<file path="src/rtl/burstram_pkg.sv">
package burstram_pkg;

    typedef enum logic {
        OP_READ  = 1'b0,
        OP_WRITE = 1'b1
    } cmd_op_e;

    typedef enum logic {
        STAT_OK  = 1'b0,
        STAT_ERR = 1'b1
    } rsp_stat_e;

    typedef enum logic [1:0] {
        SQ_IDLE,
        SQ_WBEATS,
        SQ_RSTREAM,
        SQ_RSINGLE
    } seq_state_e;

    // Words touched by a burst of len_bytes; zero length still moves one word.
    function automatic int unsigned beat_count(input int unsigned len_bytes,
                                               input int unsigned bytes_per_word);
        if (len_bytes == 0)
            return 1;
        return (len_bytes + bytes_per_word - 1) / bytes_per_word;
    endfunction

endpackage

</file>
<file path="src/rtl/burstram_decode.sv">
module burstram_decode
    import burstram_pkg::*;
#(
    parameter int ADDR_W = 12,
    parameter int LEN_W  = 7,
    parameter int DATA_W = 32,
    parameter int DEPTH  = 64
) (
    input  logic [ADDR_W-1:0]                 byte_addr,
    input  logic [LEN_W-1:0]                  len,
    output logic [ADDR_W-$clog2(DATA_W/8)-1:0] word_addr,
    output logic [LEN_W:0]                    beats,
    output logic                              out_of_range
);
    localparam int BPW   = DATA_W / 8;
    localparam int OFF   = $clog2(BPW);
    localparam int WA_W  = ADDR_W - OFF;
    localparam int SUM_W = ((WA_W > LEN_W) ? WA_W : LEN_W) + 2;

    logic [SUM_W-1:0] span_end;

    assign word_addr    = WA_W'(byte_addr >> OFF);
    assign beats        = (LEN_W+1)'(beat_count(32'(len), BPW));
    assign span_end     = SUM_W'(word_addr) + SUM_W'(beats);
    assign out_of_range = span_end > SUM_W'(DEPTH);
endmodule

</file>
<file path="src/rtl/burstram_store.sv">
module burstram_store #(
    parameter int DATA_W = 32,
    parameter int DEPTH  = 64
) (
    input  logic                      clk,
    input  logic                      we,
    input  logic                      re,
    input  logic [$clog2(DEPTH)-1:0]  addr,
    input  logic [DATA_W-1:0]         wdata,
    input  logic [DATA_W/8-1:0]       wmask,
    output logic [DATA_W-1:0]         rdata
);
    localparam int BPW = DATA_W / 8;

    for (genvar g = 0; g < BPW; g++) begin : g_lane
        logic [7:0] lane_mem [DEPTH];
        logic [7:0] lane_q;

        always_ff @(posedge clk) begin
            if (we && wmask[g])
                lane_mem[addr] <= wdata[g*8 +: 8];
            if (re)
                lane_q <= lane_mem[addr];
        end

        assign rdata[g*8 +: 8] = lane_q;
    end
endmodule

</file>
<file path="src/rtl/burstram_seq.sv">
module burstram_seq
    import burstram_pkg::*;
#(
    parameter int ADDR_W = 12,
    parameter int LEN_W  = 7,
    parameter int DATA_W = 32,
    parameter int SRC_W  = 4,
    parameter int CTX_W  = 5,
    parameter int DEPTH  = 64
) (
    input  logic                                clk,
    input  logic                                rst,
    input  logic                                cmd_valid,
    output logic                                cmd_ready,
    input  logic                                cmd_op,
    input  logic [SRC_W-1:0]                    cmd_src,
    input  logic [CTX_W-1:0]                    cmd_ctx,
    input  logic [DATA_W-1:0]                   cmd_data,
    input  logic [DATA_W/8-1:0]                 cmd_mask,
    input  logic [ADDR_W-$clog2(DATA_W/8)-1:0]  dec_word,
    input  logic [LEN_W:0]                      dec_beats,
    input  logic                                dec_oor,
    output logic                                rsp_valid,
    input  logic                                rsp_ready,
    output logic                                rsp_status,
    output logic                                rsp_last,
    output logic [SRC_W-1:0]                    rsp_src,
    output logic [CTX_W-1:0]                    rsp_ctx,
    output logic [DATA_W-1:0]                   rsp_data,
    output logic                                ram_we,
    output logic                                ram_re,
    output logic [$clog2(DEPTH)-1:0]            ram_addr,
    output logic [DATA_W-1:0]                   ram_wdata,
    output logic [DATA_W/8-1:0]                 ram_wmask,
    input  logic [DATA_W-1:0]                   ram_q
);
    localparam int OFF  = $clog2(DATA_W / 8);
    localparam int WA_W = ADDR_W - OFF;
    localparam int IX_W = $clog2(DEPTH);
    localparam logic [LEN_W:0] ONE_BEAT = (LEN_W+1)'(1);

    typedef struct packed {
        logic [SRC_W-1:0] src;
        logic [CTX_W-1:0] ctx;
        logic             err;
        logic [WA_W-1:0]  cur;
        logic [LEN_W:0]   left;
    } burst_t;

    seq_state_e state_q;
    burst_t     bq;
    logic       cmd_fire;
    logic       rsp_fire;
    logic       is_write;
    logic       final_beat;

    assign is_write   = cmd_op_e'(cmd_op) == OP_WRITE;
    assign cmd_ready  = (state_q == SQ_IDLE) || (state_q == SQ_WBEATS);
    assign cmd_fire   = cmd_valid && cmd_ready;
    assign rsp_valid  = (state_q == SQ_RSTREAM) || (state_q == SQ_RSINGLE);
    assign rsp_fire   = rsp_valid && rsp_ready;
    assign final_beat = bq.left == ONE_BEAT;

    assign rsp_last   = (state_q == SQ_RSINGLE) || ((state_q == SQ_RSTREAM) && final_beat);
    assign rsp_status = (state_q == SQ_RSINGLE) ? bq.err : STAT_OK;
    assign rsp_src    = bq.src;
    assign rsp_ctx    = bq.ctx;
    assign rsp_data   = (state_q == SQ_RSTREAM) ? ram_q : '0;
    assign ram_wdata  = cmd_data;
    assign ram_wmask  = cmd_mask;

    always_comb begin
        ram_we   = 1'b0;
        ram_re   = 1'b0;
        ram_addr = IX_W'(bq.cur);
        unique case (state_q)
            SQ_IDLE: begin
                ram_addr = IX_W'(dec_word);
                if (cmd_fire && !dec_oor) begin
                    ram_we = is_write;
                    ram_re = !is_write;
                end
            end
            SQ_WBEATS: begin
                ram_we = cmd_fire && !bq.err;
            end
            SQ_RSTREAM: begin
                ram_addr = IX_W'(bq.cur + WA_W'(1));
                ram_re   = rsp_fire && !final_beat;
            end
            default: ;
        endcase
    end

    always_ff @(posedge clk) begin
        if (rst) begin
            state_q <= SQ_IDLE;
            bq      <= '0;
        end else begin
            unique case (state_q)
                SQ_IDLE: if (cmd_fire) begin
                    bq.src <= cmd_src;
                    bq.ctx <= cmd_ctx;
                    bq.err <= dec_oor;
                    if (is_write) begin
                        bq.cur  <= dec_word + WA_W'(1);
                        bq.left <= dec_beats - ONE_BEAT;
                        state_q <= (dec_beats == ONE_BEAT) ? SQ_RSINGLE : SQ_WBEATS;
                    end else begin
                        bq.cur  <= dec_word;
                        bq.left <= dec_beats;
                        state_q <= dec_oor ? SQ_RSINGLE : SQ_RSTREAM;
                    end
                end
                SQ_WBEATS: if (cmd_fire) begin
                    bq.cur  <= bq.cur + WA_W'(1);
                    bq.left <= bq.left - ONE_BEAT;
                    if (final_beat)
                        state_q <= SQ_RSINGLE;
                end
                SQ_RSTREAM: if (rsp_fire) begin
                    if (final_beat) begin
                        state_q <= SQ_IDLE;
                    end else begin
                        bq.cur  <= bq.cur + WA_W'(1);
                        bq.left <= bq.left - ONE_BEAT;
                    end
                end
                SQ_RSINGLE: if (rsp_fire) state_q <= SQ_IDLE;
                default: state_q <= SQ_IDLE;
            endcase
        end
    end
endmodule

</file>
<file path="src/rtl/burstram_slave.sv">
module burstram_slave #(
    parameter int ADDR_W = 12,
    parameter int LEN_W  = 7,
    parameter int DATA_W = 32,
    parameter int SRC_W  = 4,
    parameter int CTX_W  = 5,
    parameter int DEPTH  = 64
) (
    input  logic                 clk,
    input  logic                 rst,
    input  logic                 cmd_valid,
    output logic                 cmd_ready,
    input  logic                 cmd_op,
    input  logic [ADDR_W-1:0]    cmd_addr,
    input  logic [LEN_W-1:0]     cmd_len,
    input  logic [SRC_W-1:0]     cmd_src,
    input  logic [CTX_W-1:0]     cmd_ctx,
    input  logic [DATA_W-1:0]    cmd_data,
    input  logic [DATA_W/8-1:0]  cmd_mask,
    output logic                 rsp_valid,
    input  logic                 rsp_ready,
    output logic                 rsp_status,
    output logic                 rsp_last,
    output logic [SRC_W-1:0]     rsp_src,
    output logic [CTX_W-1:0]     rsp_ctx,
    output logic [DATA_W-1:0]    rsp_data
);
    localparam int BPW  = DATA_W / 8;
    localparam int WA_W = ADDR_W - $clog2(BPW);
    localparam int IX_W = $clog2(DEPTH);

    logic [WA_W-1:0]   dec_word;
    logic [LEN_W:0]    dec_beats;
    logic              dec_oor;
    logic              ram_we;
    logic              ram_re;
    logic [IX_W-1:0]   ram_addr;
    logic [DATA_W-1:0] ram_wdata;
    logic [BPW-1:0]    ram_wmask;
    logic [DATA_W-1:0] ram_q;

    burstram_decode #(
        .ADDR_W(ADDR_W), .LEN_W(LEN_W), .DATA_W(DATA_W), .DEPTH(DEPTH)
    ) u_decode (
        .byte_addr    (cmd_addr),
        .len          (cmd_len),
        .word_addr    (dec_word),
        .beats        (dec_beats),
        .out_of_range (dec_oor)
    );

    burstram_seq #(
        .ADDR_W(ADDR_W), .LEN_W(LEN_W), .DATA_W(DATA_W),
        .SRC_W(SRC_W), .CTX_W(CTX_W), .DEPTH(DEPTH)
    ) u_seq (
        .clk        (clk),
        .rst        (rst),
        .cmd_valid  (cmd_valid),
        .cmd_ready  (cmd_ready),
        .cmd_op     (cmd_op),
        .cmd_src    (cmd_src),
        .cmd_ctx    (cmd_ctx),
        .cmd_data   (cmd_data),
        .cmd_mask   (cmd_mask),
        .dec_word   (dec_word),
        .dec_beats  (dec_beats),
        .dec_oor    (dec_oor),
        .rsp_valid  (rsp_valid),
        .rsp_ready  (rsp_ready),
        .rsp_status (rsp_status),
        .rsp_last   (rsp_last),
        .rsp_src    (rsp_src),
        .rsp_ctx    (rsp_ctx),
        .rsp_data   (rsp_data),
        .ram_we     (ram_we),
        .ram_re     (ram_re),
        .ram_addr   (ram_addr),
        .ram_wdata  (ram_wdata),
        .ram_wmask  (ram_wmask),
        .ram_q      (ram_q)
    );

    burstram_store #(
        .DATA_W(DATA_W), .DEPTH(DEPTH)
    ) u_store (
        .clk   (clk),
        .we    (ram_we),
        .re    (ram_re),
        .addr  (ram_addr),
        .wdata (ram_wdata),
        .wmask (ram_wmask),
        .rdata (ram_q)
    );
endmodule

</file>
<file path="config.mk">
export PLATFORM = sky130hd
export DESIGN_NAME = burstram_slave
export DESIGN_NICKNAME = d
export VERILOG_FILES = /design/src/rtl/burstram_pkg.sv /design/src/rtl/burstram_decode.sv /design/src/rtl/burstram_store.sv /design/src/rtl/burstram_seq.sv /design/src/rtl/burstram_slave.sv
export SDC_FILE = /design/constraint.sdc
export NUM_CORES = 2
export LEC_CHECK = 0
export ABC_CLOCK_PERIOD_IN_PS = 8750
export CAP_MARGIN = 15
export CELL_PAD_IN_SITES_DETAIL_PLACEMENT = 0
export CELL_PAD_IN_SITES_GLOBAL_PLACEMENT = 2
export CORE_MARGIN = 2
export CORE_UTILIZATION = 46
export DETAILED_ROUTE_END_ITERATION = 6
export GPL_ROUTABILITY_DRIVEN = 0
export HOLD_SLACK_MARGIN = 0.02
export PLACE_DENSITY = 0.76
export SYNTH_ARGS = -nofsm -noshare
export SYNTH_HDL_FRONTEND = slang
export SYNTH_SLANG_ARGS = --single-unit
</file>
<file path="constraint.sdc">
create_clock -name clk -period 8.75 [get_ports clk]
set_input_delay 2.1875 -clock clk [delete_from_list [all_inputs] [get_ports clk]]
set_output_delay 2.1875 -clock clk [all_outputs]
set_load 0.005 [all_outputs]
</file>
==> results.sh <==
export IMPL_io_buffers=111
export IMPL_synthCells=5760
export IMPL_dieArea_um2=185000
export IMPL_min_period_ps=7410
export IMPL_synth_area_leaders="edfxtp_1, nand2_1, a21oi_1"
export IMPL_tightest_slew_ps=1170
export IMPL_wl_met2_um=127000
export IMPL_cap_violations=0
export IMPL_wl_met3_um=25000
export IMPL_viasPerCell=6.30
export IMPL_setup_viol_count_final=0
export IMPL_grt_pass1_vias=51900
export IMPL_crit_cells=19
export IMPL_whs_ps=455
export IMPL_wl_per_cell_um=31.7
export IMPL_end_kind="flip-flop"
export IMPL_min_path_type="reg -> reg"
export IMPL_start_kind="input pin"
export IMPL_path_clk_slew_ps=60
export IMPL_cts_max_path_buffers=3
export IMPL_crit_buf_inv=5
export IMPL_ios=114
export IMPL_met1Wirelength_um=112000
export IMPL_cts_hold_buf=0
export IMPL_std_cell_rows=156
export IMPL_syn_nets=5851
export IMPL_async_flop_share_pct=0
export IMPL_fin_cells=8656
export IMPL_fin_crit_sh_pct=84.7
export IMPL_drv_slew=0
export IMPL_vias=54500
export IMPL_hpwl_um=159000
export IMPL_clock_latency_ps=850
export IMPL_ant_nets=0
export IMPL_syn_avg_cell_area_um2=14.5
export IMPL_cp_required_ps=9280
export IMPL_hold_depth=2
export IMPL_p_int_mw=20.0
export IMPL_ctsResizeCount=0
export IMPL_netlist_area_um2=83500
export IMPL_synth_seq_cells=2106
export IMPL_grt_max_degree=116
export IMPL_reg2reg_depth=13
export IMPL_path_cells="clkdlybuf4s50_1, inv_1, ha_1, nor4b_1, o21ai_0, nor2_1, a22oi_1, o21ai_0, ha_1, a21o_1, a21oi_1, o22ai_1, or2_2, a2111oi_4, buf_4, a41oi_4, buf_12, nor3_1, buf_4"
export IMPL_hold_violations=0
export IMPL_dp_cells=8270
export IMPL_ys_seq_area_share_pct=75.4
export IMPL_clock_power_share_pct=24.7
export IMPL_critical_path_top_delay_family="compound AO/OA/AOI/OAI gates"
export IMPL_critPathKind="in -> reg"
export IMPL_drt_iter0_markers=7586
export IMPL_areaGrowthSynthToFinish_pct=15.2
export IMPL_max_freq_mhz=135
export IMPL_grt_usage_pct=29.2
export IMPL_leakage_nw=31.4
export IMPL_antenna_found_initial=12
export IMPL_fin_tns_setup_ps=0
export IMPL_cts_tree="built"
export IMPL_grt_pass1_wl_um=387000
export IMPL_relSlewSlack_pct=21.9
export IMPL_dr_pass1_iters=7
export IMPL_highest_layer="met5"
export IMPL_swShare_pct=42.3
export IMPL_cts_root_buf="clkbuf_16"
export IMPL_nets=6208
export IMPL_pwr_share_comb_pct=42.6
export IMPL_layout_common_cells="edfxtp_1, nand2_1, buf_4"
export IMPL_clock_sinks=2106
export IMPL_crit_slowest_cell="clkdlybuf4s50_1"
export IMPL_remaining_drc_errors=9
export IMPL_power_density_nw_per_um2=361
export IMPL_synth_edf_count=2080
export IMPL_yosysTopAreaCellShare_pct=74.8
export IMPL_rsz0062_at_grt="false"
export IMPL_final_common_cell="edfxtp_1"
export IMPL_layout_drive_gt1_share_pct=14.5
export IMPL_finalClockSkew_ps=29.4
export IMPL_dieHeight_um=430
export IMPL_die_w_um=430
export IMPL_overflow=0
export IMPL_ir_drop_mv=0.369
export IMPL_cts_setup_buffers=0
export IMPL_synthDistinctLibCells=74
export IMPL_crit_path_max_incr_delay_ps=610
export IMPL_cts_max_level=4
export IMPL_worst_ep_arrival_time_ps=7940
export IMPL_status="complete, but fails checks"
export IMPL_synth_warnings=0
export IMPL_cts_made_buffers=213
export IMPL_power_switching_mw=14.7
export IMPL_wirelength_um=274000
export IMPL_synth_top_cell_by_area="edfxtp_1"
export IMPL_path_max_fanout=113
export IMPL_yosys_most_used_dff="edfxtp_1"
export IMPL_coreArea_um2=181000
export IMPL_start_util_pct=46.2
export IMPL_seqPwrFrac_pct=32.7
export IMPL_violations="DRC"
## synth_stat cells, drive strengths merged (35+ instances only)
master  instances
clkbuf        195
buf           244
and3           50
a311oi         37
o21ai         103
and2           35
a31oi          59
a221oi        107
mux2i          75
nand3         214
a22oi         221
edfxtp       2080
a211oi        153
nand2         995
mux2           50
o22ai          91
a21oi         359
nor2           75
nor3          281
## per-layer routing
metal	track usage (%)	up-vias
met4	9.89	6
met5	0	-
li1	-	23200
met2	45.9	2936
met1	41.6	28000
met3	4.70	459
## power by group through the flow
stage	combinational, mW	sequential, mW	clock (mW)
6_report	14.8	11.4	8.56
5_1_grt	15.4	11.4	9.00
4_1_cts	14.7	11.4	8.64
3_5_place_dp	14.6	11.6	0
3_3_place_gp	14.6	11.6	0
2_1_floorplan	7.67	11.6	0
## cells by family after synthesis
| family | after synthesis | share of synthesized area [%] |
|---|---|---|
| xor+xnor | 21 | 0.220 |
| mux | 141 | 2.01 |
| buf+inv | 459 | 2.40 |
| simple gates | 1703 | 8.88 |
| fa+ha+maj | 22 | 0.339 |
| compound gates | 1308 | 10.7 |
| flops | 2106 | 75.4 |
## final cells by class
type	instances	area, um2
clock buffer	259	5590
tap	2370	2970
multi-input combinational	3195	18900
clock inverter	121	823
sequential	2106	63000
timing repair buffer	581	4880
fill	14900	84400
inverter	20	75.1
antenna	4	10.0
## per-stage QoR
stage               util (%)  power (mW)  setup slack [ps]  instance area, um2
floorplan                  -        19.2               637               83500
global placement        49.7        26.1               801               89700
detailed placement      49.7        26.2               697               89700
CTS                     53.2        34.7              1570               96100
global route            53.3        35.8              1130               96200
finish                  53.3        34.7              1340               96200
## worst reg2reg max path, stage by stage, from the launching register on
cell and delay, ps:
dfxtp_1 360, inv_1 90, ha_1 510, or3b_2 590
buf_4 330, nand2_4 560, buf_4 440, nor2_4 100
buf_4 360, a221oi_1 470, o22a_1 190, nor2_1 120
a2111oi_1 990, nand4b_1 360
## sequential cells by signal, indices dropped and copies added, names as in the netlist
signal	cells
u_seq.bq	15
u_seq.rsp_ctx	5
u_seq.state_q	2
u_store.g_lane.lane_mem	2048
u_seq.rsp_src	4
u_store.g_lane.lane_q	32
## final timing paths
| check | slack (ps) | end | startpoint |
|---|---|---|---|
| min reg2reg | 450 | u_seq.rsp_src[2]$_SDFFE_PP0P_ | u_seq.rsp_src[2]$_SDFFE_PP0P_ |
| max | 1340 | u_store.g_lane[2].lane_mem[22][7]$_DFFE_PP_ | cmd_len[2] |
| min | 450 | u_seq.rsp_src[2]$_SDFFE_PP0P_ | u_seq.rsp_src[2]$_SDFFE_PP0P_ |
| max reg2reg | 2950 | u_store.g_lane[3].lane_q[7]$_DFFE_PP_ | u_seq.state_q[0]$_SDFFE_PP0P_ |
No activity file was read; power rests on OpenSTA's default activity.
